[src/rtl/walk_pkg.sv]
package walk_pkg;
  localparam int DW = 32;
  localparam int SELW = 3;

  typedef enum logic [SELW-1:0] {
    SEL_CTRL  = 3'd0,
    SEL_PAGE  = 3'd1,
    SEL_SEG   = 3'd2,
    SEL_TBASE = 3'd3,
    SEL_REAL  = 3'd4
  } sel_e;

  localparam logic [DW-1:0] CTRL_RST = 32'h0400_0000;

  // first-level entry address: base + page[19:10]*4
  function automatic logic [DW-1:0] l1_slot_addr(logic [19:0] base, logic [19:0] page);
    return {base, 12'h000} + {20'h0, page[19:10], 2'b00};
  endfunction

  // second-level entry address: base + page[9:0]*4
  function automatic logic [DW-1:0] l2_slot_addr(logic [19:0] base, logic [19:0] page);
    return {base, 12'h000} + {20'h0, page[9:0], 2'b00};
  endfunction

  // offset bits beyond the 4 KB page offset covered by a size code
  function automatic logic [10:0] size_offmask(logic [1:0] code);
    case (code)
      2'b11:   return 11'h7FF;
      2'b01:   return 11'h07F;
      default: return 11'h000;
    endcase
  endfunction
endpackage

[src/rtl/walk_regs.sv]
module walk_regs #(
  parameter int IDXW = 5
) (
  input  logic                  clk,
  input  logic                  rst_n,
  input  logic                  wr_en,
  input  logic [2:0]            sel,
  input  logic [31:0]           wdata,
  input  logic                  miss_valid,
  input  logic [19:0]           miss_page,
  input  logic [3:0]            miss_asid,
  input  logic                  adv_en,
  input  logic [IDXW-1:0]       adv_idx,
  output logic                  wr_real,
  output logic                  rsv_q,
  output logic                  hw_q,
  output logic [IDXW-1:0]       idx_q,
  output logic [19:0]           page_q,
  output logic                  pvalid_q,
  output logic [3:0]            asid_q,
  output logic [19:0]           l1base_q,
  output logic [19:0]           l2base_q,
  output logic [3:0]            group_q,
  output logic                  guard_q,
  output logic [1:0]            psize_q,
  output logic                  svalid_q,
  output logic [31:0]           real_q
);
  import walk_pkg::*;

  logic wr_ctrl, wr_page, wr_seg, wr_tbase;
  assign wr_ctrl  = wr_en && (sel == SEL_CTRL);
  assign wr_page  = wr_en && (sel == SEL_PAGE);
  assign wr_seg   = wr_en && (sel == SEL_SEG);
  assign wr_tbase = wr_en && (sel == SEL_TBASE);
  assign wr_real  = wr_en && (sel == SEL_REAL);

  always_ff @(posedge clk) begin
    if (!rst_n) begin
      rsv_q <= CTRL_RST[27];
      hw_q  <= CTRL_RST[26];
      idx_q <= '0;
    end else if (wr_ctrl) begin
      rsv_q <= wdata[27];
      hw_q  <= wdata[26];
      idx_q <= wdata[8 +: IDXW];
    end else if (adv_en) begin
      idx_q <= adv_idx;
    end
  end

  always_ff @(posedge clk) begin
    if (!rst_n) begin
      page_q   <= '0;
      pvalid_q <= 1'b0;
      asid_q   <= '0;
    end else if (miss_valid) begin
      page_q   <= miss_page;
      pvalid_q <= 1'b1;
      asid_q   <= miss_asid;
    end else if (wr_page) begin
      page_q   <= wdata[31:12];
      pvalid_q <= wdata[9];
      asid_q   <= wdata[3:0];
    end
  end

  always_ff @(posedge clk) begin
    if (!rst_n) begin
      l2base_q <= '0;
      group_q  <= '0;
      guard_q  <= 1'b0;
      psize_q  <= '0;
      svalid_q <= 1'b0;
    end else if (wr_seg) begin
      l2base_q <= wdata[31:12];
      group_q  <= wdata[8:5];
      guard_q  <= wdata[4];
      psize_q  <= wdata[3:2];
      svalid_q <= wdata[0];
    end
  end

  always_ff @(posedge clk) begin
    if (!rst_n)        l1base_q <= '0;
    else if (wr_tbase) l1base_q <= wdata[31:12];
  end

  always_ff @(posedge clk) begin
    if (!rst_n)       real_q <= '0;
    else if (wr_real) real_q <= wdata;
  end
endmodule

[src/rtl/walk_readmux.sv]
module walk_readmux #(
  parameter int IDXW = 5
) (
  input  logic [2:0]      sel,
  input  logic            rsv_q,
  input  logic            hw_q,
  input  logic [IDXW-1:0] idx_q,
  input  logic [19:0]     page_q,
  input  logic            pvalid_q,
  input  logic [3:0]      asid_q,
  input  logic [19:0]     l1base_q,
  input  logic [19:0]     l2base_q,
  input  logic [31:0]     real_q,
  output logic [31:0]     rdata
);
  import walk_pkg::*;

  logic [31:0] ctrl_word, page_word;

  always_comb begin
    ctrl_word = '0;
    ctrl_word[27] = rsv_q;
    ctrl_word[26] = hw_q;
    ctrl_word[8 +: IDXW] = idx_q;
  end

  always_comb begin
    page_word = '0;
    page_word[31:12] = page_q;
    page_word[9] = pvalid_q;
    page_word[3:0] = asid_q;
  end

  always_comb begin
    case (sel)
      SEL_CTRL:  rdata = ctrl_word;
      SEL_PAGE:  rdata = page_word;
      SEL_SEG:   rdata = l2_slot_addr(l2base_q, page_q);
      SEL_TBASE: rdata = l1_slot_addr(l1base_q, page_q);
      SEL_REAL:  rdata = real_q;
      default:   rdata = '0;
    endcase
  end
endmodule

[src/rtl/walk_commit.sv]
module walk_commit #(
  parameter int ENTRIES = 32,
  parameter int RSV = 4,
  parameter int IDXW = 5
) (
  input  logic            clk,
  input  logic            rst_n,
  input  logic            wr_real,
  input  logic [31:0]     wdata,
  input  logic            rsv_q,
  input  logic [IDXW-1:0] idx_q,
  input  logic [19:0]     page_q,
  input  logic            pvalid_q,
  input  logic [3:0]      asid_q,
  input  logic [3:0]      group_q,
  input  logic            guard_q,
  input  logic [1:0]      psize_q,
  input  logic            svalid_q,
  output logic            adv_en,
  output logic [IDXW-1:0] adv_idx,
  output logic            ent_we,
  output logic [IDXW-1:0] ent_idx,
  output logic [19:0]     ent_epn,
  output logic [3:0]      ent_asid,
  output logic            ent_valid,
  output logic [3:0]      ent_group,
  output logic            ent_guard,
  output logic [1:0]      ent_psize,
  output logic [10:0]     ent_offmask,
  output logic [31:0]     ent_rpn
);
  import walk_pkg::*;

  function automatic logic [IDXW-1:0] target_slot(logic [IDXW-1:0] cur, logic keep);
    return (keep && (cur < IDXW'(RSV))) ? IDXW'(RSV) : cur;
  endfunction

  function automatic logic [IDXW-1:0] next_slot(logic [IDXW-1:0] cur, logic keep);
    if (cur >= IDXW'(ENTRIES - 1)) return keep ? IDXW'(RSV) : '0;
    return cur + 1'b1;
  endfunction

  logic [IDXW-1:0] slot;
  assign slot    = target_slot(idx_q, rsv_q);
  assign adv_en  = wr_real;
  assign adv_idx = next_slot(slot, rsv_q);

  always_ff @(posedge clk) begin
    if (!rst_n) ent_we <= 1'b0;
    else        ent_we <= wr_real;
  end

  always_ff @(posedge clk) begin
    if (!rst_n) begin
      ent_idx     <= '0;
      ent_epn     <= '0;
      ent_asid    <= '0;
      ent_valid   <= 1'b0;
      ent_group   <= '0;
      ent_guard   <= 1'b0;
      ent_psize   <= '0;
      ent_offmask <= '0;
      ent_rpn     <= '0;
    end else if (wr_real) begin
      ent_idx     <= slot;
      ent_epn     <= page_q;
      ent_asid    <= asid_q;
      ent_valid   <= pvalid_q & svalid_q;
      ent_group   <= group_q;
      ent_guard   <= guard_q;
      ent_psize   <= psize_q;
      ent_offmask <= size_offmask(psize_q);
      ent_rpn     <= wdata;
    end
  end
endmodule

[src/rtl/walk_assist_loader.sv]
module walk_assist_loader #(
  parameter int ENTRIES = 32,
  parameter int RSV = 4,
  localparam int IDXW = $clog2(ENTRIES)
) (
  input  logic            clk,
  input  logic            rst_n,
  input  logic            sr_wr,
  input  logic [2:0]      sr_sel,
  input  logic [31:0]     sr_wdata,
  output logic [31:0]     sr_rdata,
  input  logic            miss_valid,
  input  logic [19:0]     miss_page,
  input  logic [3:0]      miss_asid,
  output logic            ent_we,
  output logic [IDXW-1:0] ent_idx,
  output logic [19:0]     ent_epn,
  output logic [3:0]      ent_asid,
  output logic            ent_valid,
  output logic [3:0]      ent_group,
  output logic            ent_guard,
  output logic [1:0]      ent_psize,
  output logic [10:0]     ent_offmask,
  output logic [31:0]     ent_rpn
);
  // named events and state for the bound checker
  logic            wr_real, adv_en;
  logic [IDXW-1:0] adv_idx, idx_q;
  logic            rsv_q, hw_q;
  logic [19:0]     page_q, l1base_q, l2base_q;
  logic            pvalid_q, guard_q, svalid_q;
  logic [3:0]      asid_q, group_q;
  logic [1:0]      psize_q;
  logic [31:0]     real_q;

  walk_regs #(.IDXW(IDXW)) regs_i (
    .clk(clk), .rst_n(rst_n), .wr_en(sr_wr), .sel(sr_sel), .wdata(sr_wdata),
    .miss_valid(miss_valid), .miss_page(miss_page), .miss_asid(miss_asid),
    .adv_en(adv_en), .adv_idx(adv_idx), .wr_real(wr_real),
    .rsv_q(rsv_q), .hw_q(hw_q), .idx_q(idx_q), .page_q(page_q),
    .pvalid_q(pvalid_q), .asid_q(asid_q), .l1base_q(l1base_q),
    .l2base_q(l2base_q), .group_q(group_q), .guard_q(guard_q),
    .psize_q(psize_q), .svalid_q(svalid_q), .real_q(real_q)
  );

  walk_readmux #(.IDXW(IDXW)) rmux_i (
    .sel(sr_sel), .rsv_q(rsv_q), .hw_q(hw_q), .idx_q(idx_q), .page_q(page_q),
    .pvalid_q(pvalid_q), .asid_q(asid_q), .l1base_q(l1base_q),
    .l2base_q(l2base_q), .real_q(real_q), .rdata(sr_rdata)
  );

  walk_commit #(.ENTRIES(ENTRIES), .RSV(RSV), .IDXW(IDXW)) commit_i (
    .clk(clk), .rst_n(rst_n), .wr_real(wr_real), .wdata(sr_wdata),
    .rsv_q(rsv_q), .idx_q(idx_q), .page_q(page_q), .pvalid_q(pvalid_q),
    .asid_q(asid_q), .group_q(group_q), .guard_q(guard_q),
    .psize_q(psize_q), .svalid_q(svalid_q),
    .adv_en(adv_en), .adv_idx(adv_idx),
    .ent_we(ent_we), .ent_idx(ent_idx), .ent_epn(ent_epn),
    .ent_asid(ent_asid), .ent_valid(ent_valid), .ent_group(ent_group),
    .ent_guard(ent_guard), .ent_psize(ent_psize),
    .ent_offmask(ent_offmask), .ent_rpn(ent_rpn)
  );
endmodule

[config.mk]
export PLATFORM = sky130hd
export DESIGN_NAME = walk_assist_loader
export DESIGN_NICKNAME = d
export VERILOG_FILES = /design/src/rtl/walk_pkg.sv /design/src/rtl/walk_regs.sv /design/src/rtl/walk_readmux.sv /design/src/rtl/walk_commit.sv /design/src/rtl/walk_assist_loader.sv
export SDC_FILE = /design/constraint.sdc
export NUM_CORES = 1
export LEC_CHECK = 0
export CORE_ASPECT_RATIO = 0.6
export CORE_MARGIN = 2
export CORE_UTILIZATION = 64
export CTS_CLUSTER_SIZE = 25
export DETAILED_ROUTE_END_ITERATION = 6
export DONT_BUFFER_PORTS = 1
export PLACE_DENSITY = 0.79
export SLEW_MARGIN = 40
export SYNTH_ARGS = -nofsm -noshare
export SYNTH_HDL_FRONTEND = slang
export SYNTH_HIERARCHICAL = 1
export SYNTH_SLANG_ARGS = --single-unit
[constraint.sdc]
create_clock -name clk -period 3 [get_ports clk]
set_input_delay 0.9 -clock clk [delete_from_list [all_inputs] [get_ports clk]]
set_output_delay 0.9 -clock clk [all_outputs]
set_load 0.01 [all_outputs]
=== Word-level counts from Yosys, hierarchy flattened ===
Cells that the tools add are included.
W data, S select, Z words.

* Word-level logic and storage cells: 58
* Flip-flop bits (word level): 161

* Bitwise operators: 1
* Add/subtract/negate cells: 3
* Magnitude comparators: 2
* Reduce and logical (&&, ||, !) cells: 9
* Equality and inequality tests: 6
* Muxes and demuxes: 15

{| class="wikitable"
|+ Operator list
! cell !! number
|-
| $pmux W32 S5 || 1
|-
| $add A32 B12 Y32 || 2
|-
| $mux W20 || 2
|-
| $mux W5 || 5
|-
| $pmux W11 S2 || 1
|-
| $mux W4 || 2
|-
| $eq A3 B2 Y1 const B || 2
|-
| $logic_and A1 B1 Y1 || 6
|-
| $add A5 B1 Y5 const B || 1
|-
| $ge A5 B5 Y1 const B || 1
|-
| $lt A5 B3 Y1 const B || 1
|-
| $reduce_bool A2 Y1 || 2
|-
| $eq A3 B1 Y1 const B || 1
|-
| $eq A3 B3 Y1 const B || 1
|-
| $logic_not A3 Y1 || 1
|-
| $mux W1 || 3
|-
| $mux W3 || 1
|-
| $eq A2 B1 Y1 const B || 1
|-
| $eq A2 B2 Y1 const B || 1
|-
| $and A1 B1 Y1 || 1
|}

=== Depth between registers and ports, before layout ===
Gate-level depths: netlist of run 1.

* Word-level depth: 8
* Mapped depth: 10
* Mapped depth without buffers: 10

=== Hierarchy ===
Netlist of run 1, hierarchy kept.

{| class="wikitable"
|+ Modules (own cells, without submodules)
! module !! area each (um^2) !! sequential area each (um^2) !! instances !! cells each
|-
| walk_regs || 4,194.0 || 2,242.2 || 1 || 503
|-
| walk_commit || 2,927.8 || 1,441.4 || 1 || 267
|-
| walk_readmux || 948.4 || 0.0 || 1 || 121
|}

=== Worst setup path before layout of run 1 ===
Ideal clock, no wire load.

* Kind: in2out
* From: in sr_sel[2]
* To: out sr_rdata[20]
* Required time: 2.100 ns
* Stages: 5
* Data arrival time: 1.731 ns
* Path slack: 0.369 ns
* Path buffers: 3
* Cell sequence: buf_4 > nand2b_1 > buf_2 > buf_2 > o22ai_1

* Word-level cells in the longest chain between the ends: 2
* Elaborated cells on any way between the ends: 6

{| class="wikitable"
|+ RTL lines
! item !! RTL line !! RTL
|-
| start, declared || walk_assist_loader.sv:9 || <nowiki>input logic [2:0] sr_sel,</nowiki>
|-
| $eq A3 B3 Y1 (tied with other cells) || walk_readmux.sv:35 || <nowiki>case (sel)</nowiki>
|-
| $pmux W32 S5 * || walk_readmux.sv:35 ||
|-
| end, declared || walk_assist_loader.sv:11 || <nowiki>output logic [31:0] sr_rdata,</nowiki>
|}

Mark *: on every way between the ends. The rest lies on a longest branch, timed or not.

=== Worst setup path after layout of run 1 ===
* From: reg regs_i.idx_q[2]
* To: reg regs_i.idx_q[2]

* Word-level cells in the longest chain between the ends: 8
* Elaborated cells on any way between the ends: 9

{| class="wikitable"
|+ RTL lines
! item !! RTL line !! RTL
|-
| start, declared || walk_regs.sv:17 || <nowiki>output logic [IDXW-1:0] idx_q,</nowiki>
|-
| start signal, assigned || walk_regs.sv:46 || <nowiki>idx_q <= wdata[8 +: IDXW];</nowiki>
|-
| start signal, assigned || walk_regs.sv:48 || <nowiki>idx_q <= adv_idx;</nowiki>
|-
| $lt A5 B3 Y1 * || walk_commit.sv:35 || <nowiki>return (keep && (cur < IDXW'(RSV))) ? IDXW'(RSV) : cur;</nowiki>
|-
| $logic_and A1 B1 Y1 * || walk_commit.sv:35 ||
|-
| $mux W5 * || walk_commit.sv:35 ||
|-
| named net commit_i.slot[0] || walk_commit.sv:43 || <nowiki>logic [IDXW-1:0] slot;</nowiki>
|-
| $ge A5 B5 Y1 || walk_commit.sv:39 || <nowiki>if (cur >= IDXW'(ENTRIES - 1)) return keep ? IDXW'(RSV) : '0;</nowiki>
|-
| $mux W1 || walk_commit.sv:39 ||
|-
| $mux W5 * || walk_commit.sv:40 || <nowiki>return cur + 1'b1;</nowiki>
|-
| named net adv_idx[2] || walk_assist_loader.sv:28 || <nowiki>logic [IDXW-1:0] adv_idx, idx_q;</nowiki>
|-
| $mux W5 * || walk_regs.sv:47 || <nowiki>end else if (adv_en) begin</nowiki>
|-
| $mux W5 * || walk_regs.sv:43 || <nowiki>end else if (wr_ctrl) begin</nowiki>
|}

The timed path passes the listed nets; every way through them passes the cells marked *. The select of a mux whose other input is x is not followed.
A chain may end at the register's enable or synchronous reset.

==> flow_summary.ini, run 1 <==
[run_status]
status = complete, no violations

[clock_tree]
cts_buffers = 17
cts.sinks = 184
post_cts.repair.setup_buffers = 0
cts_tree = built
clkSlewWorstSetupHoldPaths_ps = 70
clk_path_buf_depth = 2
insertion_delay_ps = 420
ctsHoldBuffers = 0
ctsResizeCount = 0
htree_levels = 4
cts_root_buf = clkbuf_16

[worst_setup_path]
worst-r2r-setup-slack_ps = 150
cp.required_ps = 3320
reg2reg_depth = 10
slowest_stage = nor4b_1
cpLargestDelayFamily = simple AND/OR/NAND/NOR gates
path_cells = nor4b_1 > nor2b_1 > ha_1 > and3_2 > ha_1 > a31oi_1 > mux2_1 > mux2i_1 > nand2_1 > o211a_1
r2r_end = regs_i/idx_q[2]$_SDFFE_PN0P_
rr_startpoint = regs_i/idx_q[2]$_SDFFE_PN0P_
cp_common_cell = ha_1
cp.arrival_ps = 3160
crit_buf_inv = 0
start_kind = flop
crit_fanout = 8
end_kind = flop
max_stage_delay_ps = 430
startpoint = regs_i/idx_q[2]$_SDFFE_PN0P_
crit_type = reg -> reg

[yosys]
yosys-top-cells-area = dfxtp_1, mux2i_1, nand2_1
synth_ff_type = dfxtp_1
synth_edf_count = 0
yosysSeqAreaShare_pct = 45.6
synth_top_area_share_pct = 45.6
syn_nets = 956
avgSynthCellArea_um2 = 9.06
synthMostInstantiatedCell = dfxtp_1
synth-seq-cells = 184
yosys_warnings = 6
ys_types = 43
async_reset_ff_share_pct = 0
syn_inst = 891
syn_area_mm2 = 0.00807
yosysTopAreaCell = dfxtp_1
synth_common_cells = dfxtp_1, nand2_1, mux2i_1

[timing]
tightest_slew_ps = 804
setup-violations-final = 0
fin_crit_sh_pct = 94.9
slew_violations = 0
max_freq_mhz = 351
slew_headroom_pct = 46.4
fin_skew_ps = 9.18
period_needed_ps = 2850
setup_tns_ps = 0
hold-worst-slack_ps = 467
finalHoldViolations = 0
rsz0062_at_grt = no

[cells_and_area]
drive_gt1_share_pct = 8.97
fillCellCount = 911
postLayoutCellArea_mm2 = 0.00872
area_growth_pct = 8.00
nets = 923

[route]
drc = 0
ant_nets = 0
vias = 6622
first_pass_iters = 6
post_drt_via_cell_ratio = 6.39
wl_per_cell_um = 21.6
drtIter0Drc = 754
wirelength_um = 22400

[min_path]
hold_path_startpoint = regs_i/real_q[4]$_SDFFE_PN0P_
hold_end = regs_i/real_q[4]$_SDFFE_PN0P_
hold_path_class = reg -> reg
holdPathStages = 2

[place]
portBuffers = 0
gp_congestion = 0.918
dpl-instance-area_mm2 = 0.00813
hpwl_um = 14800

[die]
die_area_mm2 = 0.0136
ioPinCount = 176
core_mm2 = 0.0122
die_w_um = 149
start_util_pct = 66.3
die_y_um = 91.0
rows = 31

[global_routing]
grt_overflow = 0
grt_pass1_wl_um = 34500
grt_pass1_vias = 6394
grt_use_total_pct = 32.8
antenna_found_initial = 0
grt_start_max_net_pins = 213

[pwr]
finalPower_uw = 5120
p_per_area_mw_per_mm2 = 588
peakVddDrop_v = 0.000421
p_leak_uw = 0.00307

[run]
maxCapViolations = 0
[where the power goes]
group	internal (uW)	switching, uW	total [uW]
registers	2510	80.9	2590
clock network	1260	971	2230
logic	143	161	304
[layout by cell type (no fill, tap or decap), types with 5 or more instances in the layout]
| master | synthesis | routed |
|---|---|---|
| nand3_1 | 50 | 50 |
| nor2_1 | 6 | 6 |
| a21boi_0 | 32 | 32 |
| o21ai_0 | 76 | 76 |
| nor2b_1 | 71 | 70 |
| nand2b_1 | 5 | 5 |
| o211a_1 | 5 | 5 |
| clkbuf_16 | 0 | 17 |
| nand2_1 | 148 | 148 |
| buf_4 | 17 | 37 |
| a31oi_1 | 26 | 26 |
| dfxtp_1 | 184 | 184 |
| o22ai_1 | 19 | 19 |
| mux2i_1 | 101 | 101 |
| a22oi_1 | 25 | 25 |
[flip-flops by register name, indices dropped and copies added (netlist names)]
register	cells
regs_i/l2base_q	20
regs_i/idx_q	5
regs_i/real_q	32
regs_i/guard_q	1
regs_i/l1base_q	20
regs_i/asid_q	4
commit_i/ent_guard	1
regs_i/rsv_q	1
regs_i/svalid_q	1
commit_i/ent_idx	5
commit_i/ent_psize	2
commit_i/ent_we	1
commit_i/ent_offmask	2
commit_i/ent_epn	20
regs_i/hw_q	1
commit_i/ent_rpn	32
regs_i/group_q	4
commit_i/ent_valid	1
regs_i/page_q	20
regs_i/pvalid_q	1
regs_i/psize_q	2
commit_i/ent_group	4
commit_i/ent_asid	4
[worst min-delay path: cells and delay by family, from the launching register on]
kind | cells | cell delay, ps
and+or+nand+nor | 1 | 50
AOI/OAI and AO/OA | 1 | 50
DFF | 1 | 310
[final cells by class]
cell class / instances / area, um2 / area share [%]
inverters: 4 / 17.5 / 0.201
multi-input cells: 611 / 3880 / 44.6
diodes: 1 / 2.50 / 0.0287
well taps: 165 / 206 / 2.37
flip-flops and latches: 184 / 3680 / 42.3
clock buffers: 19 / 443 / 5.08
repair buffers: 40 / 338 / 3.88
clock inverters: 12 / 140 / 1.61
[layer usage]
metal  routed length, um  part of all wire [%]  track usage [%]
met3                2930                    13             12.4
met2                9670                    43             49.0
met1                9430                    42             44.0
met5                   0                     0                0
met4                 373                   1.7             10.2
[logic make-up after synthesis]
group / count (synthesis) / synth area share, %
buffers and inverters: 96 / 6.31
xor gates and xnor gates: 1 / 0.109
muxes: 102 / 12.7
DFF: 184 / 45.6
and+or+nand+nor: 304 / 18.8
AOI/OAI and AO/OA: 202 / 16.2
adders and majority gates: 2 / 0.310
[worst max path at each step]
stage | endpoint | slack [ps] | cells after the start
6_report | regs_i/idx_q[2]$_SDFFE_PN0P_ | 150 | 10
5_1_grt | regs_i/idx_q[2]$_SDFFE_PN0P_ | 20 | 10
4_1_cts | regs_i/idx_q[2]$_SDFFE_PN0P_ | 230 | 10
3_5_place_dp | regs_i/idx_q[2]$_SDFFE_PN0P_ | 300 | 10
3_3_place_gp | sr_rdata[3] | 340 | 5
2_1_floorplan | sr_rdata[20] | 370 | 5
[stage by stage]
step	util (%)	cells	worst slack (ps)
6_report	71.6	1036	154
5_1_grt	71.5	1035	23.2
4_1_cts	71.5	1035	234
3_5_place_dp	66.8	1004	299
3_3_place_gp	66.8	1004	344
2_1_floorplan	-	891	369
(Power assumes the default switching activity.)
==> run 2, diff against run 1 <==
Settings changed: CORE_UTILIZATION 64 to 65, CTS_BUF_LIST set to sky130_fd_sc_hd__clkbuf_2 sky130_fd_sc_hd__clkbuf_4 sky130_fd_sc_hd__clkbuf_8, PLACE_DENSITY 0.79 to 0.8, TNS_END_PERCENT set to 10.
==> run 2 against run 1 <==
  * Maximum frequency up 4.9%
  * Register-to-register slack improved by 130 ps
  * Worst setup slack gained 130 ps
  * Hold slack improved by 0.75 ps
  * Via count is 0.57% lower
  * Sequential power is essentially flat
  * Largest power group unchanged
==> flow_summary.ini, run 2 (synthesis gave the netlist of run 1 again) <==
[cells_and_area]
area_growth_pct = 5.60
antennaDiodeCount = 0
drive_gt1_share_pct = 9.09
final_cell_mix = dfxtp_1, nand2_1, mux2i_1, o21ai_0, nor2b_1
layout_commonest_cell = dfxtp_1
nets = 923
reg_top3 = commit_i/ent_rpn (32), regs_i/real_q (32)
postLayoutCellArea_mm2 = 0.00852

[timing]
fin_crit_sh_pct = 90.4
rsz0062_at_grt = no
setup_tns_ps = 0
finalHoldViolations = 0
tightest_slew_ps = 811
hold-worst-slack_ps = 468
max_freq_mhz = 369
fin_skew_ps = 10.4
setup-violations-final = 0
slew_violations = 0
period_needed_ps = 2710
slew_headroom_pct = 45.9

[clock_tree]
htree_levels = 4
clkSlewWorstSetupHoldPaths_ps = 90
cts_tree = built
post_cts.repair.setup_buffers = 0
clk_path_buf_depth = 2
insertion_delay_ps = 460
cts_root_buf = clkbuf_8
cts_buffers = 17
ctsHoldBuffers = 0
ctsResizeCount = 0
cts.sinks = 184

[die]
ioPinCount = 176
die_area_mm2 = 0.0134
core_mm2 = 0.0121
start_util_pct = 66.7
die_w_um = 148
rows = 31
die_y_um = 90.3

[run_status]
status = complete, no violations

[global_routing]
antenna_found_initial = 1
grt_start_max_net_pins = 213
grt_overflow = 0
grt_pass1_vias = 6384
grt_use_total_pct = 33.5
grt_pass1_wl_um = 34900

[route]
vias = 6584
post_drt_via_cell_ratio = 6.37
first_pass_iters = 6
drc = 0
drtIter0Drc = 699
ant_nets = 0
wirelength_um = 22200
wl_per_cell_um = 21.5

[worst_setup_path]
crit_type = reg -> reg
crit_fanout = 9
worst-r2r-setup-slack_ps = 290
start_kind = flop
end_kind = flop
startpoint = regs_i/idx_q[3]$_SDFFE_PN0P_
cp.required_ps = 3350
rr_startpoint = regs_i/idx_q[3]$_SDFFE_PN0P_
cp.arrival_ps = 3060

[pwr]
peakVddDrop_v = 0.000378
p_per_area_mw_per_mm2 = 534
p_leak_uw = 0.00298

[min_path]
hold_path_class = reg -> reg
hold_path_startpoint = regs_i/real_q[4]$_SDFFE_PN0P_

[place]
portBuffers = 0
dpl-instance-area_mm2 = 0.00813
hpwl_um = 14800
gp_congestion = 0.907

[run]
maxCapViolations = 0
## run 2: changes by cell type in the layout (fill, tap and decap cells not counted), sizes merged
cell,change
clkinv,+1
inv,-2
diode,-1
## run 2: worst paths after layout
check | endpoint | cells past startpoint
min reg2reg | regs_i/real_q[4]$_SDFFE_PN0P_ | 2
min | regs_i/real_q[4]$_SDFFE_PN0P_ | 2
max reg2reg | regs_i/idx_q[2]$_SDFFE_PN0P_ | 10
max | regs_i/idx_q[2]$_SDFFE_PN0P_ | 10
## run 2: cell type report
type / instances / area [um2]
Tap cell: 165 / 206
Clock inverter: 11 / 124
Timing Repair Buffer: 40 / 338
Sequential cell: 184 / 3680
Inverter: 4 / 17.5
Clock buffer: 19 / 262
Fill cell: 950 / 3580
Multi-Input combinational cell: 611 / 3890
## run 2: through the flow
step / instances / util [%] / worst slack [ps] / total power (uW)
after global routing: 1034 / 70.4 / 76.7 / 4680
after global placement: 1004 / 67.2 / 334 / 2920
after detailed placement: 1004 / 67.2 / 209 / 2940
after CTS: 1034 / 70.4 / 187 / 4550
final: 1034 / 70.4 / 287 / 4550
after floorplan: 891 / - / 369 / 2890
## run 2: worst max-delay path, cell delays in order (launching register included)
cell	delay, ps
dfxtp_1	410
nor4b_2	390
nor2b_1	130
ha_1	260
and3_2	220
ha_1	210
a31oi_1	280
mux2_1	370
mux2i_1	130
nand2_1	70
o211a_1	140
## run 2: report_power, final
group | switching (uW) | internal, uW | total [uW] | leakage [uW]
sequential | 80.8 | 2510 | 2590 | 0.00149
combinational | 159 | 143 | 302 | 0.00130
clock | 881 | 777 | 1660 | 0.000190
total | 1120 | 3430 | 4550 | 0.00298
## run 2: metal layers
metal  share of wire (%)  vias to the layer above  GRT usage [%]  wire length [um]
li1                    -                     3015              -                 -
met1                  40                     3142           44.9              8990
met2                  44                      379           50.5              9730
met3                  14                       46           12.7              3020
met4                 2.2                        2           10.0               495
met5               0.058                        -              0                13
